===== src/rtl/sema_ntf_pkg.sv =====
package sema_ntf_pkg;

  // Bit 2 marks a notify state, bit 1 a waiting state, bit 0 the failed processor.
  typedef enum logic [2:0] {
    ST_IDLE  = 3'b000,
    ST_WAIT0 = 3'b010,
    ST_WAIT1 = 3'b011,
    ST_NTF0  = 3'b100,
    ST_NTF1  = 3'b101
  } ntf_state_e;

  localparam logic [1:0] OWN_P0 = 2'b01;
  localparam logic [1:0] OWN_P1 = 2'b10;

endpackage


===== src/rtl/sema_ntf_gate.sv =====
module sema_ntf_gate
  import sema_ntf_pkg::*;
(
  input  logic       clk,
  input  logic       rst,
  input  logic [1:0] owner,
  input  logic       try_p0,
  input  logic       try_p1,
  input  logic       clr,
  output logic       ntf0,
  output logic       ntf1
);

  ntf_state_e state_q, state_d;
  logic own0, own1, is_free, fail0, fail1;

  assign own0    = (owner == OWN_P0);
  assign own1    = (owner == OWN_P1);
  assign is_free = !own0 && !own1;
  assign fail0   = try_p0 && own1;
  assign fail1   = try_p1 && own0;

  always_comb begin
    state_d = state_q;
    if (clr) begin
      state_d = ST_IDLE;
    end else begin
      case (state_q)
        ST_IDLE: begin
          if (fail0)      state_d = ST_WAIT0;
          else if (fail1) state_d = ST_WAIT1;
        end
        ST_WAIT0: if (is_free) state_d = ST_NTF0;
        ST_WAIT1: if (is_free) state_d = ST_NTF1;
        ST_NTF0: begin
          if (own0)      state_d = ST_IDLE;
          else if (own1) state_d = ST_WAIT0;
        end
        ST_NTF1: begin
          if (own1)      state_d = ST_IDLE;
          else if (own0) state_d = ST_WAIT1;
        end
        default: state_d = ST_IDLE;
      endcase
    end
  end

  always_ff @(posedge clk) begin
    if (rst) state_q <= ST_IDLE;
    else     state_q <= state_d;
  end

  assign ntf0 = (state_q == ST_NTF0);
  assign ntf1 = (state_q == ST_NTF1);

  assert_idle_fail_R2: assert property (@(posedge clk) disable iff (rst)
    (state_q == ST_IDLE && !clr && (fail0 || fail1)) |=> (state_q == ST_WAIT0 || state_q == ST_WAIT1));

  assert_wait_release_R3: assert property (@(posedge clk) disable iff (rst)
    (state_q == ST_WAIT0 && !clr && is_free) |=> ntf0);

  assert_owner_take_R4: assert property (@(posedge clk) disable iff (rst)
    (state_q == ST_NTF1 && !clr && own1) |=> (state_q == ST_IDLE));

  assert_regrab_R5: assert property (@(posedge clk) disable iff (rst)
    (state_q == ST_NTF0 && !clr && own1) |=> (state_q == ST_WAIT0 && !ntf0));

  assert_clear_R7: assert property (@(posedge clk) disable iff (rst)
    clr |=> (state_q == ST_IDLE));

endmodule


===== src/rtl/sema_ntf_readout.sv =====
module sema_ntf_readout #(
  parameter int                NUM_GATES = 16,
  parameter int                ADDR_W    = 8,
  parameter logic [ADDR_W-1:0] P0_OFS    = 8'h80,
  parameter logic [ADDR_W-1:0] P1_OFS    = 8'h88
) (
  input  logic                 clk,
  input  logic                 rst,
  input  logic                 rd_en,
  input  logic [ADDR_W-1:0]    rd_addr,
  input  logic [NUM_GATES-1:0] map_p0,
  input  logic [NUM_GATES-1:0] map_p1,
  output logic [NUM_GATES-1:0] rd_data,
  output logic                 irq_p0,
  output logic                 irq_p1
);

  logic [NUM_GATES-1:0] sel;

  always_comb begin
    sel = '0;
    if (rd_en) begin
      if (rd_addr == P0_OFS)      sel = map_p0;
      else if (rd_addr == P1_OFS) sel = map_p1;
    end
  end

  always_ff @(posedge clk) begin
    if (rst) rd_data <= '0;
    else     rd_data <= sel;
  end

  assign irq_p0 = |map_p0;
  assign irq_p1 = |map_p1;

  assert_read_p1_R9: assert property (@(posedge clk) disable iff (rst)
    (rd_en && rd_addr == P1_OFS) |=> (rd_data == $past(map_p1)));

  assert_read_other_R9: assert property (@(posedge clk) disable iff (rst)
    (!rd_en) |=> (rd_data == '0));

endmodule


===== src/rtl/sema_ntf_top.sv =====
module sema_ntf_top #(
  parameter int                NUM_GATES = 16,
  parameter int                ADDR_W    = 8,
  parameter logic [ADDR_W-1:0] P0_OFS    = 8'h80,
  parameter logic [ADDR_W-1:0] P1_OFS    = 8'h88
) (
  input  logic                   clk,
  input  logic                   rst,
  input  logic [2*NUM_GATES-1:0] gate_owner,
  input  logic [NUM_GATES-1:0]   try_p0,
  input  logic [NUM_GATES-1:0]   try_p1,
  input  logic [NUM_GATES-1:0]   gate_clr,
  input  logic                   rd_en,
  input  logic [ADDR_W-1:0]      rd_addr,
  output logic [NUM_GATES-1:0]   rd_data,
  output logic [NUM_GATES-1:0]   ntf_p0,
  output logic [NUM_GATES-1:0]   ntf_p1,
  output logic                   irq_p0,
  output logic                   irq_p1
);

  localparam int OWN_W = 2;

  for (genvar g = 0; g < NUM_GATES; g++) begin : g_gate
    sema_ntf_gate u_gate (
      .clk    (clk),
      .rst    (rst),
      .owner  (gate_owner[g*OWN_W +: OWN_W]),
      .try_p0 (try_p0[g]),
      .try_p1 (try_p1[g]),
      .clr    (gate_clr[g]),
      .ntf0   (ntf_p0[g]),
      .ntf1   (ntf_p1[g])
    );
  end

  sema_ntf_readout #(
    .NUM_GATES (NUM_GATES),
    .ADDR_W    (ADDR_W),
    .P0_OFS    (P0_OFS),
    .P1_OFS    (P1_OFS)
  ) u_readout (
    .clk     (clk),
    .rst     (rst),
    .rd_en   (rd_en),
    .rd_addr (rd_addr),
    .map_p0  (ntf_p0),
    .map_p1  (ntf_p1),
    .rd_data (rd_data),
    .irq_p0  (irq_p0),
    .irq_p1  (irq_p1)
  );

  assert_exclusive_R10: assert property (@(posedge clk) disable iff (rst)
    ((ntf_p0 & ntf_p1) == '0));

  assert_reset_clean_R1: assert property (@(posedge clk)
    rst |=> (ntf_p0 == '0 && ntf_p1 == '0 && rd_data == '0));

endmodule


===== config.mk =====
export PLATFORM = sky130hd
export DESIGN_NAME = sema_ntf_top
export DESIGN_NICKNAME = d
export VERILOG_FILES = /design/src/rtl/sema_ntf_pkg.sv /design/src/rtl/sema_ntf_gate.sv /design/src/rtl/sema_ntf_readout.sv /design/src/rtl/sema_ntf_top.sv
export SDC_FILE = /design/constraint.sdc
export NUM_CORES = 1
export LEC_CHECK = 0
export ABC_AREA = 1
export CAP_MARGIN = 5
export CORE_UTILIZATION = 50
export CTS_CLUSTER_SIZE = 10
export DETAILED_ROUTE_END_ITERATION = 6
export PLACE_DENSITY = 0.89
export SLEW_MARGIN = 20
export SYNTH_ARGS = -nofsm -noshare
export SYNTH_HDL_FRONTEND = slang
export SYNTH_SLANG_ARGS = --single-unit

===== constraint.sdc =====
create_clock -name clk -period 3.3 [get_ports clk]
set_input_delay 0.33 -clock clk [delete_from_list [all_inputs] [get_ports clk]]
set_output_delay 0.33 -clock clk [all_outputs]
set_load 0.02 [all_outputs]

# --- After elaboration in Yosys (flattened, before gate mapping) ---
# Index checks and enable logic that the tools add are counted.
word_totals:
  regBits: 64
  wordCells: 473
  inputBits: 91
classes:
  n_eq_ne: 178
  bitwise_logic: 1
  reduce_logical: 131
  muxes: 146
ops:
  columns: ["cell", "n"]
  rows:
  - ["$mux W3", 128]
  - ["$pmux W3 S5", 16]
  - ["$eq A3 B2 Y1 const B", 32]
  - ["$eq A3 B3 Y1 const B", 32]
  - ["$ne A3 B3 Y1 const B", 32]
  - ["$reduce_and A5 Y1", 16]
  - ["$ne A2 B1 Y1 const B", 32]
  - ["$logic_and A1 B1 Y1", 48]
  - ["$logic_not A3 Y1", 16]
  - ["$ne A3 B1 Y1 const B", 16]
  - ["$reduce_or A2 Y1", 17]
  - ["$eq A2 B1 Y1 const B", 16]
  - ["$eq A2 B2 Y1 const B", 16]
  - ["$logic_not A1 Y1", 32]
  - ["$mux W16", 2]
  - ["$reduce_or A16 Y1", 2]
  - ["$eq A8 B8 Y1 const B", 2]
  - ["$not A1 Y1", 1]

# --- Depth between registers and ports, before layout ---
# Gate-level depths: netlist of the first run.
logic_depth:
  depth_word: 5
  ltp_mapped: 10
  depth_no_buf: 10

# --- Cells and area by module ---
# From an unflattened synthesis of the first run, not the netlist that was laid out.
unflattened:
  cells_unflattened: 908
  area_unflattened_um2: 5724.2
by_module_without_submodules:
  columns: ["module", "instances", "area_per_inst_um2", "cells_per_inst"]
  rows:
  - ["sema_ntf_gate", 16, 299.0, 49]
  - ["sema_ntf_readout", 1, 939.7, 124]

# --- Least setup slack after synthesis of the first run ---
# No wires, ideal clock.
synth_timing:
  kind: "in2reg"
  startpoint: "in gate_owner[12]"
  endpoint: "reg g_gate[6].u_gate.state_q[0]"
  setup_ps: 70
  arrival_time_ps: 1205
  t_required_ps: 3230
  path_stages: 8
  path_slack_ps: 2025
  path_buffers: 0
  cell_sequence: "inv_1 ha_1 o21bai_1 nand2_1 nand2_1 nor2_1 nand2_1 a21oi_1"
synth_between:
  elab_chain_len: 5
synth_lines:
  columns: ["item", "line", "source"]
  rows:
  - ["from (decl)", "sema_ntf_top.sv:9", "input logic [2*NUM_GATES-1:0] gate_owner,"]
  - ["$eq A2 B1 Y1 / $eq A2 B2 Y1 (equally long branches)", "sema_ntf_gate.sv:17, sema_ntf_gate.sv:18", null]
  - ["$logic_not A1 Y1", "sema_ntf_gate.sv:19", "assign is_free = !own0 && !own1;"]
  - ["$logic_and A1 B1 Y1", "sema_ntf_gate.sv:19", null]
  - ["$ne A2 B1 Y1 (no line)", null, null]
  - ["$reduce_and A5 Y1 (no line)", null, null]
  - ["to (signal assigned)", "sema_ntf_gate.sv:50", "else state_q <= state_d;"]
  - ["to (decl)", "sema_ntf_gate.sv:14", "ntf_state_e state_q, state_d;"]
# Several ways; a longest one is shown, not always the timed one.
# A chain may end at the register's enable or synchronous reset.

# --- Worst setup path in the final report of the first run ---
layout_timing:
  startpoint: "reg g_gate[5].u_gate.state_q[2]"
  endpoint: "out irq_p1"
layout_between:
  elab_chain_len: 2
layout_lines:
  columns: ["item", "line", "source"]
  rows:
  - ["from (decl)", "sema_ntf_gate.sv:14", null]
  - ["from (signal assigned)", "sema_ntf_gate.sv:50", null]
  - ["$eq A3 B3 Y1", "sema_ntf_gate.sv:54", "assign ntf1 = (state_q == ST_NTF1);"]
  - ["$reduce_or A16 Y1", "sema_ntf_readout.sv:34", "assign irq_p1 = |map_p1;"]
  - ["to (decl)", "sema_ntf_top.sv:19", "output logic irq_p1"]
# No other way between the ends.

==> results.py, run 1 <==
metrics = {
    "critical_path": {
        "rr_startpoint": "g_gate[12].u_gate.state_q[0]",
        "crit_required_ns": 2.97,
        "cp_slowest_cell": "clkdlybuf4s50_1",
        "path_class": "reg -> out",
        "cp-start-kind": "register",
        "critPathBufInv": 1,
        "max_stage_delay_ns": 0.60,
        "path_common_cell": "nor2_1",
        "r2r_end": "g_gate[12].u_gate.state_q[0]",
        "end_kind": "output port",
        "critPathArrivalTime_ns": 2.11,
        "cp_max_fo": 5,
        "r2r_slack_ns": 2.00,
        "rr_worst_depth": 6,
        "critPathTopFamily": "simple AND/OR/NAND/NOR gates",
        "path_cells": "nand2_1 -> nor2_1 -> nor2_1 -> nand3b_1 -> nor2_1 -> nand2_1 -> clkdlybuf4s50_1",
    },
    "power_and_ir_drop": {
        "clkPwrFrac_pct": 32.1,
        "p_per_area_nw_per_um2": 337.5,
        "switching_share_pct": 30.90,
        "combinationalPowerShare_pct": 27.9,
        "p_seq_share_pct": 39.9,
        "leakagePower_nw": 2.995,
        "internal-power_w": 0.001468,
        "power.switching_w": 0.0006562,
        "vdd_drop_max_mv": 0.2047,
    },
    "die": {
        "die_y_um": 100.1,
        "die_area_um2": 10020,
        "die_w_um": 100.1,
        "pin_count": 141,
        "initial_utilization_pct": 51.81,
        "core-area_um2": 9284,
        "row_count": 35,
    },
    "logic_synthesis": {
        "async_flop_share_pct": 0,
        "synth_edf_count": 0,
        "yosysWarnings": 0,
        "syn_area_um2": 4810,
        "syn_nets": 918,
        "synthDistinctLibCells": 26,
        "synth_cells": 794,
        "ys.flop_type": "dfxtp_1",
        "avgSynthCellArea_um2": 6.057,
        "ys_ff_latch": 64,
        "seq_area_frac_synth_pct": 26.64,
    },
    "clock_tree": {
        "cts.sinks": 64,
        "clk_pin_slew_ns": 0.07,
        "clk_path_buf_depth": 2,
        "cts_repair_resize_count": 0,
        "worstSkewPairLatency_ns": 0.32,
        "cts-buffers-inserted": 9,
        "postCtsHoldBufs": 0,
        "cts_tree": "built",
        "h-tree-depth": 3,
        "cts_setup_buffers": 0,
        "cts_root_buf": "clkbuf_8",
    },
    "grt": {
        "grt.overflow.total": 0,
        "grt_pass1_vias": 4799,
        "grt_usage_pct": 25.53,
        "grt_use_met3_pct": 3.552,
        "grt_first_pass_wirelength_um": 20550,
        "grt.busiest_layer": "met2",
        "grtUsageMet2_pct": 44.93,
        "grt_use_met1_pct": 32.11,
        "grt_max_degree": 17,
        "antenna_found_initial": 0,
    },
    "min_path": {
        "hp-start": "g_gate[2].u_gate.state_q[0]",
        "min_path_cells": 2,
        "hold_end": "g_gate[2].u_gate.state_q[0]",
        "hp-class": "reg -> reg",
    },
    "sta": {
        "fmax_mhz": 409.9,
        "slew_headroom_pct": 56.40,
        "drv_slew": 0,
        "period_needed_ns": 2.440,
        "finalHoldViolations": 0,
        "finalCritPeriodShare_pct": 73.93,
        "fin_worst_skew_ns": 0.005089,
        "holdWs_ns": 0.5042,
        "setup_viol": 0,
        "tns_ns": 0,
        "rsz0062_at_grt": "false",
        "tightest_slew_ns": 0.6519,
    },
    "layout": {
        "antenna_cells": 0,
        "area_growth_pct": 30.85,
        "final_cells": 1041,
        "layout.nets": 1031,
        "drive_above_1_share_pct": 2.412,
        "fillers": 830,
    },
    "routing": {
        "postRouteWirelength_um": 12550,
        "routedWlPerCell_um": 12.06,
        "initialDrtViolationCount": 286,
        "drc": 0,
        "drt-pass1-iter-count": 5,
        "via_count": 5248,
        "routed_via_density": 5.041,
        "ant_nets": 0,
    },
    "place": {
        "gp_congestion": 0.9717,
        "post-dp-hpwl_um": 10100,
        "dp_cells": 1025,
        "port_buffers": 140,
    },
    "run_status": {
        "status": "finished, final reports clean",
    },
    "flow_run": {
        "maxCapViolCount": 0,
    },
}
[Yosys cell counts (2+ instances only)]
| cell | count | share of area [%] |
|---|---|---|
| nor2_1 | 105 | 8.2 |
| o21ai_0 | 16 | 1.7 |
| ha_1 | 33 | 8.6 |
| nand3_1 | 94 | 9.8 |
| a21boi_0 | 6 | 0.94 |
| a21oi_1 | 43 | 4.5 |
| nand2_1 | 193 | 15 |
| inv_1 | 152 | 12 |
| nand3b_1 | 5 | 0.78 |
| or2_1 | 2 | 0.26 |
| buf_4 | 34 | 5.3 |
| o21bai_1 | 2 | 0.31 |
| o2111ai_1 | 3 | 0.55 |
| nand4_1 | 21 | 2.7 |
| buf_2 | 3 | 0.31 |
| o211ai_1 | 4 | 0.62 |
| or2_2 | 3 | 0.39 |
| nor3_1 | 4 | 0.42 |
| dfxtp_1 | 64 | 27 |
[state kept, by name, summed over array words and instances, names as in the netlist]
name	flops
u_readout.rd_data	16
g_gate.u_gate.state_q	48
[tightest hold or removal path, stage by stage (launching register included)]
cell and delay (ns):
dfxtp_1 0.34, nand2_1 0.07, a21oi_1 0.05
[logic make-up (layout without fill, tap and decap cells)]
| family | count (synthesis) | after routing | synth area share (%) |
|---|---|---|---|
| and+or+nand+nor | 431 | 431 | 38.35 |
| DFF | 64 | 64 | 26.64 |
| adders and majority gates | 33 | 33 | 8.585 |
| buffers and inverters | 192 | 310 | 17.87 |
| AOI/OAI and AO/OA | 74 | 74 | 8.559 |
[cells in the final DEF, fill, tap and decap left out, drive strengths merged]
cell           synthesis  routed
or2                    5       5
o21bai                 2       2
o21ai                 16      16
inv                  153     153
nand4                 21      21
ha                    33      33
dfxtp                 64      64
buf                   38       1
nand2                194     194
a21oi                 43      43
nor3                   5       5
nand3                 94      94
clkbuf                 1      13
clkdlybuf4s50          0     140
o211ai                 4       4
bufinv                 0       1
clkinv                 0       2
and3                   1       1
a21boi                 6       6
o2111ai                3       3
nand3b                 5       5
nor2                 106     106
[metrics by stage]
step	utilization [%]	total power [W]	setup WS, ns	area [um2]
6_report	67.79	0.002124	0.8603	6294
3_3_place_gp	65.65	0.001437	1.260	6095
4_1_cts	67.79	0.002128	0.8501	6294
5_1_grt	67.79	0.002248	0.7573	6294
2_1_floorplan	-	0.001237	2.025	4810
3_5_place_dp	65.65	0.001449	1.230	6095
[layout make-up]
cell class	instances	area, um2	share of cell area (%)
clock buffers	13	158.9	2.525
flip-flops and latches	64	1281	20.36
inverters	153	574.3	9.125
repair buffers	141	1409	22.39
well taps	129	161.4	2.565
clock inverters	3	40.04	0.6362
multi-input cells	538	2669	42.41
[metal layers]
metal	share of wire, %	wire length [um]
met5	0	0
met4	2.0	252
met3	8.0	998
met2	46	5756
met1	44	5542
[how the worst max path moves through the flow]
stage          depth (start not counted)                          end                   startpoint  slack, ns
5_1_grt                                7                       irq_p1  g_gate[5].u_gate.state_q[2]       0.76
3_5_place_dp                           7                       irq_p1  g_gate[5].u_gate.state_q[2]       1.23
2_1_floorplan                          8  g_gate[6].u_gate.state_q[0]               gate_owner[12]       2.02
6_report                               7                       irq_p1  g_gate[5].u_gate.state_q[2]       0.86
4_1_cts                                7                       irq_p1  g_gate[5].u_gate.state_q[2]       0.85
3_3_place_gp                           7                       irq_p1  g_gate[5].u_gate.state_q[2]       1.26
[power by group through the flow]
stage / clock network, W / registers, W / logic, W
3_3_place_gp: 0 / 0.000863 / 0.000574
2_1_floorplan: 0 / 0.000856 / 0.000381
3_5_place_dp: 0 / 0.000864 / 0.000584
5_1_grt: 0.000726 / 0.000854 / 0.000668
6_report: 0.000683 / 0.000848 / 0.000593
4_1_cts: 0.000692 / 0.000847 / 0.000588
No activity file was read; power rests on OpenSTA's default activity.
==> run 2, diff against run 1 <==
Settings changed: CORE_UTILIZATION 50 to 44, PLACE_DENSITY 0.89 to 0.83.
Clock period 3.3 ns to 2.1 ns, I/O delays scaled along.
==> results.py, run 2 (synthesis results as in run 1) <==
metrics = {
    "run_status": {
        "status": "finished, final reports clean",
    },
    "layout": {
        "area_growth_pct": 33.87,
        "fillers": 1003,
        "regMostFlops": "g_gate.u_gate.state_q",
        "largestRegisters": "g_gate.u_gate.state_q: 48 flops, u_readout.rd_data: 16 flops",
        "fin_area_um2": 6439,
        "drive_above_1_share_pct": 4.432,
        "layout_common_cells": "nand2_1, inv_1, clkdlybuf4s50_1, nor2_1, nand3_1",
        "antenna_cells": 0,
        "largest_register_ffs": 48,
        "layout.nets": 1045,
        "final_common_cell": "nand2_1",
    },
    "power_and_ir_drop": {
        "switching_share_pct": 30.10,
        "p_per_area_nw_per_um2": 538.1,
        "power.switching_w": 0.001043,
        "combinationalPowerShare_pct": 26.6,
        "clkPwrFrac_pct": 35.0,
        "total_power_w": 0.003464,
        "internal-power_w": 0.002422,
        "p_seq_share_pct": 38.4,
        "vdd_drop_max_mv": 0.3663,
        "leakagePower_nw": 3.088,
    },
    "clock_tree": {
        "cts.sinks": 64,
        "clk_path_buf_depth": 2,
        "cts_root_buf": "clkbuf_8",
        "cts_tree": "built",
        "clk_pin_slew_ns": 0.06,
        "h-tree-depth": 3,
        "postCtsHoldBufs": 0,
        "cts-buffers-inserted": 9,
        "worstSkewPairLatency_ns": 0.34,
    },
    "place": {
        "gp_congestion": 0.9106,
        "dpl-instance-area_um2": 6208,
        "port_buffers": 140,
        "post-dp-hpwl_um": 10020,
    },
    "sta": {
        "period_needed_ns": 2.010,
        "setup_viol": 0,
        "rsz0062_at_grt": "false",
        "finalHoldViolations": 0,
        "fmax_mhz": 497.6,
        "fin_worst_skew_ns": 0.01151,
        "slew_headroom_pct": 66.36,
        "tns_ns": 0,
        "drv_slew": 0,
        "finalCritPeriodShare_pct": 95.70,
        "tightest_slew_ns": 0.5031,
    },
    "routing": {
        "postRouteWirelength_um": 12330,
        "routedWlPerCell_um": 11.62,
        "initialDrtViolationCount": 212,
        "via_count": 5169,
        "drt-pass1-iter-count": 4,
        "ant_nets": 0,
        "routed_via_density": 4.872,
        "drc": 0,
    },
    "critical_path": {
        "max_stage_delay_ns": 0.61,
        "end_kind": "output port",
        "cp-start-kind": "register",
        "critPathTopFamily": "buffers and inverters",
        "crit_required_ns": 1.89,
        "path_class": "reg -> out",
        "cp_max_fo": 4,
        "path_cells": "nand2_1 -> nor2_1 -> buf_4 -> clkdlybuf4s50_1",
        "cp_slowest_cell": "clkdlybuf4s50_1",
        "critPathBufInv": 2,
        "critPathArrivalTime_ns": 1.80,
    },
    "die": {
        "row_count": 37,
        "pin_count": 141,
        "die_area_um2": 11350,
        "die_w_um": 106.6,
        "initial_utilization_pct": 45.97,
        "die_y_um": 106.6,
        "core-area_um2": 10460,
    },
    "grt": {
        "grt_max_degree": 17,
        "grt.overflow.total": 0,
        "antenna_found_initial": 0,
        "grt_usage_pct": 22.50,
        "grt_first_pass_wirelength_um": 20260,
        "grt_pass1_vias": 4802,
    },
    "flow_run": {
        "maxCapViolCount": 0,
    },
    "min_path": {
        "hp-class": "reg -> reg",
    },
}
[run 2: metal layers]
metal  vias to the layer above  global-route usage, %  wire [um]  share of wire, %
li1                       2723                      -          -                 -
met1                      2250                  27.55       5599                45
met2                       173                  38.59       5537                45
met3                        23                  4.598        897               7.3
met4                         0                  8.611        293               2.4
met5                         -                      0          0                 0
[run 2: path summary, 6_finish.rpt]
kind	from	to	slack, ns	cells past startpoint
worst min-delay path	g_gate[0].u_gate.state_q[0]	g_gate[0].u_gate.state_q[0]	0.50	2
worst min register to register	g_gate[0].u_gate.state_q[0]	g_gate[0].u_gate.state_q[0]	0.50	2
worst max register to register	g_gate[6].u_gate.state_q[2]	g_gate[6].u_gate.state_q[0]	0.80	7
worst max-delay path	g_gate[0].u_gate.state_q[0]	ntf_p1[0]	0.09	4
[run 2: cell type report]
| class | instances | area (um2) | area share (%) |
|---|---|---|---|
| inverters | 153 | 574.3 | 8.920 |
| multi-input cells | 538 | 2681 | 41.64 |
| well taps | 136 | 170.2 | 2.643 |
| repair buffers | 155 | 1511 | 23.47 |
| flip-flops and latches | 64 | 1281 | 19.90 |
| clock inverters | 3 | 65.06 | 1.010 |
| clock buffers | 12 | 155.1 | 2.410 |
[run 2: power by group through the flow]
stage / Combinational [W] / Sequential, W / Clock [W]
after detailed placement: 0.000921 / 0.00136 / 0
after global routing: 0.00106 / 0.00134 / 0.00128
after floorplan: 0.000599 / 0.00134 / 0
after CTS: 0.000920 / 0.00133 / 0.00123
final: 0.000921 / 0.00133 / 0.00121
after global placement: 0.000909 / 0.00136 / 0
[run 2: repair_timing]
action,4_1_cts,5_1_grt
endpoints found under the setup margin,2,5
gates resized for setup,2,5
buffers inserted,0,0
[run 2: worst register-to-register path: stages (launching register included)]
cell and delay, ns:
dfxtp_1 0.43, inv_1 0.11, ha_1 0.27, inv_1 0.06, nor2_1 0.04, nor2_1 0.14, nand2_1 0.06, a21oi_1 0.12
[run 2: per-stage QoR]
| step | hold WS, ns | setup WS, ns | util [%] | std cells |
|---|---|---|---|---|
| global placement | 0.4874 | 0.3157 | 59.34 | 1046 |
| detailed placement | 0.4847 | 0.2753 | 59.34 | 1046 |
| CTS | 0.4944 | 0.06097 | 61.42 | 1061 |
| global route | 0.5221 | 0.01101 | 61.54 | 1061 |
| floorplan | 0.3697 | 0.9449 | - | 794 |
| finish | 0.4983 | 0.09030 | 61.54 | 1061 |
==> run 3, diff against run 2 <==
Settings changed: CTS_CLUSTER_SIZE 10 to 24.
==> results of run 3 <==
No change in the layout: final DEF, timing and power equal those of run 2.
